--- src/rtl/tag_mod_pkg.sv ---
package tag_mod_pkg;

    typedef enum logic [3:0] {
        MOD_NRZ    = 4'd0,
        MOD_MANCH  = 4'd1,
        MOD_BIPH_A = 4'd2,
        MOD_BIPH_B = 4'd3,
        MOD_FSK_A  = 4'd4,
        MOD_FSK_B  = 4'd5,
        MOD_PSK_A  = 4'd6,
        MOD_PSK_B  = 4'd7,
        MOD_PSK_C  = 4'd8
    } mod_t;

    typedef enum logic [1:0] {
        ST_IDLE        = 2'd0,
        ST_MARK_FIRST  = 2'd1,
        ST_MARK_SECOND = 2'd2,
        ST_DATA        = 2'd3
    } seq_state_t;

    localparam int FSK_SHORT = 5;
    localparam int FSK_MID   = 8;
    localparam int FSK_LONG  = 10;

endpackage

--- src/rtl/tmenc_bit_timer.sv ---
module tmenc_bit_timer #(
    parameter int RATE_W = 6
) (
    input  logic                clk,
    input  logic                rst_n,
    input  logic                run,
    input  logic [RATE_W-1:0]   rate_n,
    output logic [RATE_W:0]     cnt,
    output logic                bit_last,
    output logic                mid_last,
    output logic                first_half
);
    localparam int CNT_W = RATE_W + 1;

    logic [CNT_W-1:0] half_idx;
    logic [CNT_W-1:0] last_idx;

    assign half_idx   = {1'b0, rate_n};
    assign last_idx   = {rate_n, 1'b1};
    assign bit_last   = run && (cnt >= last_idx);
    assign mid_last   = run && (cnt == half_idx);
    assign first_half = (cnt <= half_idx);

    always_ff @(posedge clk or negedge rst_n) begin
        if (!rst_n) begin
            cnt <= '0;
        end else if (!run || bit_last) begin
            cnt <= '0;
        end else begin
            cnt <= cnt + 1'b1;
        end
    end

endmodule

--- src/rtl/tmenc_fsk_gen.sv ---
module tmenc_fsk_gen #(
    parameter int P_ZERO_A = 5,
    parameter int P_ONE    = 8,
    parameter int P_ZERO_B = 10
) (
    input  logic clk,
    input  logic rst_n,
    input  logic restart,
    input  logic use_b,
    input  logic bit_val,
    output logic sub
);
    localparam int SC_W = $clog2(P_ZERO_B + 1);

    logic [SC_W-1:0] sc;
    logic [SC_W-1:0] period;

    always_comb begin
        if (bit_val) begin
            period = SC_W'(P_ONE);
        end else if (use_b) begin
            period = SC_W'(P_ZERO_B);
        end else begin
            period = SC_W'(P_ZERO_A);
        end
    end

    assign sub = (sc < (period >> 1));

    always_ff @(posedge clk or negedge rst_n) begin
        if (!rst_n) begin
            sc <= '0;
        end else if (restart || (sc >= period - 1'b1)) begin
            sc <= '0;
        end else begin
            sc <= sc + 1'b1;
        end
    end

endmodule

--- src/rtl/tmenc_line_coder.sv ---
module tmenc_line_coder
    import tag_mod_pkg::*;
(
    input  logic clk,
    input  logic rst_n,
    input  logic active,
    input  logic load,
    input  logic mid_last,
    input  logic first_half,
    input  logic cnt0,
    input  mod_t mode,
    input  logic new_bit,
    output logic damp
);
    logic cur;
    logic lvl;
    logic phase;
    logic fsk_sub;

    tmenc_fsk_gen #(
        .P_ZERO_A (FSK_SHORT),
        .P_ONE    (FSK_MID),
        .P_ZERO_B (FSK_LONG)
    ) u_fsk (
        .clk     (clk),
        .rst_n   (rst_n),
        .restart (load),
        .use_b   (mode == MOD_FSK_B),
        .bit_val (cur),
        .sub     (fsk_sub)
    );

    always_ff @(posedge clk or negedge rst_n) begin
        if (!rst_n) begin
            cur   <= 1'b0;
            lvl   <= 1'b0;
            phase <= 1'b0;
        end else if (load) begin
            cur <= new_bit;
            lvl <= ~lvl;
            case (mode)
                MOD_PSK_A: phase <= phase ^ (cur ^ new_bit);
                MOD_PSK_B: phase <= phase ^ new_bit;
                MOD_PSK_C: phase <= phase ^ (~cur & new_bit);
                default:   phase <= phase;
            endcase
        end else if (mid_last) begin
            if ((mode == MOD_BIPH_A && cur) || (mode == MOD_BIPH_B && !cur)) begin
                lvl <= ~lvl;
            end
        end
    end

    always_comb begin
        damp = 1'b0;
        if (active) begin
            unique case (mode)
                MOD_NRZ:                        damp = cur;
                MOD_MANCH:                      damp = first_half ? ~cur : cur;
                MOD_BIPH_A, MOD_BIPH_B:         damp = lvl;
                MOD_FSK_A, MOD_FSK_B:           damp = fsk_sub;
                MOD_PSK_A, MOD_PSK_B, MOD_PSK_C: damp = cnt0 ^ phase;
                default:                        damp = 1'b0;
            endcase
        end
    end

endmodule

--- src/rtl/tag_mod_encoder.sv ---
module tag_mod_encoder
    import tag_mod_pkg::*;
#(
    parameter int RATE_W = 6
) (
    input  logic              clk,
    input  logic              rst_n,
    input  logic              data_in,
    input  logic              seq_start,
    input  logic [3:0]        mod_sel,
    input  logic              inv_en,
    input  logic              marker_en,
    input  logic [RATE_W-1:0] rate_n,
    output logic              damp,
    output logic              bit_req
);
    localparam int CNT_W = RATE_W + 1;

    seq_state_t       state_q, state_d;
    logic             cur_q, cur_d;
    logic             pend_q, pend_d;
    logic             pol_q, pol_d;
    logic [CNT_W-1:0] bit_cnt;
    logic             bit_last, mid_last, first_half;
    logic             run, boundary;
    mod_t             mode;

    assign mode     = mod_t'(mod_sel);
    assign run      = (state_q != ST_IDLE);
    assign boundary = !run || bit_last;

    tmenc_bit_timer #(.RATE_W(RATE_W)) u_timer (
        .clk        (clk),
        .rst_n      (rst_n),
        .run        (run),
        .rate_n     (rate_n),
        .cnt        (bit_cnt),
        .bit_last   (bit_last),
        .mid_last   (mid_last),
        .first_half (first_half)
    );

    // next-state and next-bit selection
    always_comb begin
        state_d = state_q;
        cur_d   = cur_q;
        pend_d  = pend_q;
        pol_d   = pol_q;
        if (boundary) begin
            unique case (state_q)
                ST_IDLE, ST_DATA: begin
                    if (marker_en && seq_start) begin
                        state_d = ST_MARK_FIRST;
                        cur_d   = pol_q;
                        pend_d  = data_in;
                        pol_d   = ~pol_q;
                    end else begin
                        state_d = ST_DATA;
                        cur_d   = data_in;
                    end
                end
                ST_MARK_FIRST: begin
                    state_d = ST_MARK_SECOND;
                    cur_d   = ~cur_q;
                end
                ST_MARK_SECOND: begin
                    state_d = ST_DATA;
                    cur_d   = pend_q;
                end
                default: state_d = ST_IDLE;
            endcase
        end
    end

    // state register
    always_ff @(posedge clk or negedge rst_n) begin
        if (!rst_n) begin
            state_q <= ST_IDLE;
            cur_q   <= 1'b0;
            pend_q  <= 1'b0;
            pol_q   <= 1'b0;
        end else begin
            state_q <= state_d;
            cur_q   <= cur_d;
            pend_q  <= pend_d;
            pol_q   <= pol_d;
        end
    end

    // outputs
    always_comb begin
        bit_req = boundary && (state_q == ST_IDLE || state_q == ST_DATA);
    end

    tmenc_line_coder u_coder (
        .clk        (clk),
        .rst_n      (rst_n),
        .active     (run),
        .load       (boundary),
        .mid_last   (mid_last),
        .first_half (first_half),
        .cnt0       (bit_cnt[0]),
        .mode       (mode),
        .new_bit    (cur_d ^ inv_en),
        .damp       (damp)
    );

endmodule

--- config.mk ---
export PLATFORM = sky130hd
export DESIGN_NAME = tag_mod_encoder
export DESIGN_NICKNAME = d
export VERILOG_FILES = /design/src/rtl/tag_mod_pkg.sv /design/src/rtl/tmenc_bit_timer.sv /design/src/rtl/tmenc_fsk_gen.sv /design/src/rtl/tmenc_line_coder.sv /design/src/rtl/tag_mod_encoder.sv
export SDC_FILE = /design/constraint.sdc
export NUM_CORES = 1
export LEC_CHECK = 0
export ABC_AREA = 1
export CAP_MARGIN = 20
export CORE_ASPECT_RATIO = 0.6
export CORE_UTILIZATION = 45
export CTS_CLUSTER_DIAMETER = 100
export DETAILED_ROUTE_END_ITERATION = 8
export MAX_ROUTING_LAYER = met4
export PLACE_DENSITY = 0.66
export SLEW_MARGIN = 10
export SYNTH_ARGS = -nofsm -noshare
export SYNTH_HDL_FRONTEND = slang
export SYNTH_SLANG_ARGS = --single-unit
export TNS_END_PERCENT = 100
--- constraint.sdc ---
create_clock -name clk -period 2.79 [get_ports clk]
set_clock_uncertainty 0.1 [all_clocks]
set_input_delay 0.558 -clock clk [delete_from_list [all_inputs] [get_ports clk]]
set_output_delay 0.558 -clock clk [all_outputs]
set_load 0.005 [all_outputs]
==> impl_metrics.ini <==
[status]
status = completed

[final_layout]
utilization = 0.6779
antennaDiodeCount = 0
nNetsFinal = 298
drive_above_1_share = 0.3191
nFillCells = 264
final_cell_area_sq_mm = 0.002212
fin_cells = 302
area_delta_synth_final_pct = 43.62

[pwr]
internal-power_mw = 1.116
pwr-share-clk = 0.102
p_sw_mw = 0.8947
combPwrFrac = 0.639
leakagePower_nw = 1.183
power_density_mw_per_mm2 = 909.1
seq_power_share = 0.258
ir_drop_mv = 0.4701
switching_share = 0.4449

[clock_network]
path_clk_slew_ns = 0.08
cts-buffers-inserted = 3
htreeDepth = 1
clock-sinks = 19
ctsHoldBuffers = 0
root_buffer = clkbuf_8
insertion_delay_ns = 0.26
cts_tree = yes
cts_buffer_depth = 2

[logic_synthesis]
yosysSeqAreaShare = 0.3087
synth_common_cells = nand2_1, inv_1, nor2_1
synth.net_count = 242
synth_warnings = 0
ys_ff_latch = 19
synth_compound_area_frac = 0.07636
ys_dominant_reg_cell = dfrtp_1
synthArstFlopShare = 1.000
synth_area_leaders = dfrtp_1, ha_1, nand2_1
synth-simple-area-share = 0.2811
yosysMostFrequentCell = nand2_1
synth_top_area_cell = dfrtp_1
yosysTopAreaCellShare = 0.3087
synthCells = 202
synth_top_family_by_area = simple AND/OR/NAND/NOR gates
synth_enable_flop_cells = 0
synthAdderAreaFrac = 0.1950
syn_area_sq_mm = 0.001540
synth_xor_xnor_area_share = 0.03412
syn_area_per_cell_sq_um = 7.625
ys_types = 26
synth_mux_area_frac = 0.01462

[worst_setup_path]
critPathMaxStageDelay_ns = 0.28
cp_slowest_cell = ha_1
worst_ep_arrival_time_ns = 1.99
r2r_slack_ns = 0.22
crit_top_cell = nor2_1
startpoint_type = primary input
worstReg2RegStart = u_timer.cnt[2]
path_buf_inv = 3
cp-endpoint = damp
reg2reg_depth = 17
crit_chain = dlygate4sd2_1 -> inv_1 -> ha_1 -> nand2_2 -> nor2_4 -> nand3_1 -> nand2_1 -> nand2_2 -> o21ai_1 -> nor2_1 -> nor2_1 -> nor2_1 -> buf_2
cp_num_cells = 13
startpoint = rate_n[4]
cp.required_ns = 2.13
r2r-end = u_coder.phase
worst_setup_path_end_kind = output port
critical_path_peak_fanout = 3
critPathTopFamily = simple AND/OR/NAND/NOR gates
path_class = primary input to output port

[timing]
fmax_mhz = 378.1
hold_viol_final = 0
period_needed_ns = 2.645
whs_ns = 0.3729
setup_ws_ns = 0.1449
finalMaxSlewViolations = 0
relSlewSlack = 0.7914
tightest_slew_ns = 0.3096
period_share = 0.9480
setup_viol = 0

[die]
dieHeight_microns = 47.32
ioPinCount = 18
die-area_sq_mm = 0.003668
design.core.area_sq_mm = 0.003263
initial_utilization = 0.4720
die_w_microns = 77.53
rows = 16

[placement]
io_buffer_count = 17
dp_cells = 291
place_congestion = 0.8082
place_area_sq_mm = 0.001966
dp_hpwl_microns = 2629
pre_cts_ws_ns = -0.5386

[grt]
grt_pass1_vias = 1241
track_usage = 0.2116
globalRouteOverflowTotal = 0
antenna_found_initial = 0
grt_pass1_wl_microns = 5616
grt_max_degree = 20

[route]
wl_per_cell_microns = 11.80
drt_iter0_markers = 58
wirelength_microns = 3563
dr.pass1.iters = 4
drtAntennaViolNets = 0
vias = 1462
drc = 0
via_per_inst = 4.841

[worst_hold_path]
hp-class = flop to flop

[job]
drv_cap = 0
==> final cells by class <==
type                    instances  area, sq um  area share
multi-input cells             148         1079      0.4876
well taps                      45        56.30     0.02545
flip-flops and latches         19        475.5      0.2149
clock buffers                   3        41.29     0.01867
inverters                      34        127.6     0.05769
clock inverters                 1        7.507    0.003394
repair buffers                 52        425.4      0.1923
==> how the worst min path moves through the flow <==
| stage | startpoint | endpoint | slack [ns] | cells past startpoint |
|---|---|---|---|---|
| after floorplan | rst_n | cur_q | 0.16 | 0 |
| after CTS | pol_q | pol_q | 0.37 | 1 |
| after detailed placement | pol_q | pol_q | 0.36 | 1 |
| after global placement | pol_q | pol_q | 0.36 | 1 |
| after global routing | pol_q | pol_q | 0.39 | 1 |
| final | pol_q | pol_q | 0.37 | 1 |
==> registers in the layout (all words and copies together), names as in the netlist <==
name              flops
u_coder.lvl           1
pend_q                1
u_coder.phase         1
pol_q                 1
u_coder.cur           1
state_q               2
u_coder.u_fsk.sc      4
cur_q                 1
u_timer.cnt           7
==> cells in the final DEF, fill, tap and decap left out, types with 3 or more instances in the layout <==
master,count
a21oi_1,5
ha_4,7
inv_2,7
clkbuf_8,3
nand3_2,4
nand2_2,7
ha_1,17
o21ai_1,4
a21oi_2,3
buf_4,35
nand4_1,4
nor2_2,4
nor2_1,22
o21ai_0,4
dlygate4sd2_1,7
inv_1,27
clkdlybuf4s50_1,5
nand2_1,33
nand3_1,14
dfrtp_1,19
xor2_1,4
==> logic make-up after synthesis <==
kind of cell / after synthesis
AO/OA/AOI/OAI: 21
multiplexers: 2
XOR/XNOR: 6
buffers and inverters: 35
flip-flops: 19
adder cells (fa/ha/maj): 24
AND/OR/NAND/NOR: 95
==> what timing repair did <==
action | 4_1_cts | 5_1_grt
resized for setup | 26 | 27
endpoints found under the setup margin | 3 | 7
pin swaps | 23 | 17
buffers inserted | 7 | 0
==> routing by layer <==
metal  up-vias  track usage  part of all wire
li1        762            -                 -
met1       676       0.3083              0.56
met3         2      0.04660             0.034
met5         -            -                 0
met2        22       0.2938              0.40
met4         0      0.04528            0.0022
==> worst reg2reg max path, delay by kind of cell, from the launching register on <==
family	cells	cell delay, ns
AO/OA/AOI/OAI	1	0.13
AND/OR/NAND/NOR	10	0.84
multiplexers	1	0.27
flip-flops	1	0.41
adder cells (fa/ha/maj)	2	0.47
buffers and inverters	3	0.24
==> power groups by stage <==
| stage | logic [mW] | registers, mW | clock network (mW) |
|---|---|---|---|
| after floorplan | 0.702 | 0.503 | 0 |
| after global placement | 1.06 | 0.506 | 0 |
| after detailed placement | 1.08 | 0.505 | 0 |
| after CTS | 1.17 | 0.505 | 0.211 |
| after global routing | 1.47 | 0.536 | 0.221 |
| final | 1.29 | 0.520 | 0.206 |
==> stage by stage <==
step	power, mW	setup TNS [ns]
finish	2.011	0
global route	2.227	-0.02696
CTS	1.887	0
detailed placement	1.585	-1.337
global placement	1.563	-1.289
floorplan	1.206	0
(Power assumes the default switching activity.)
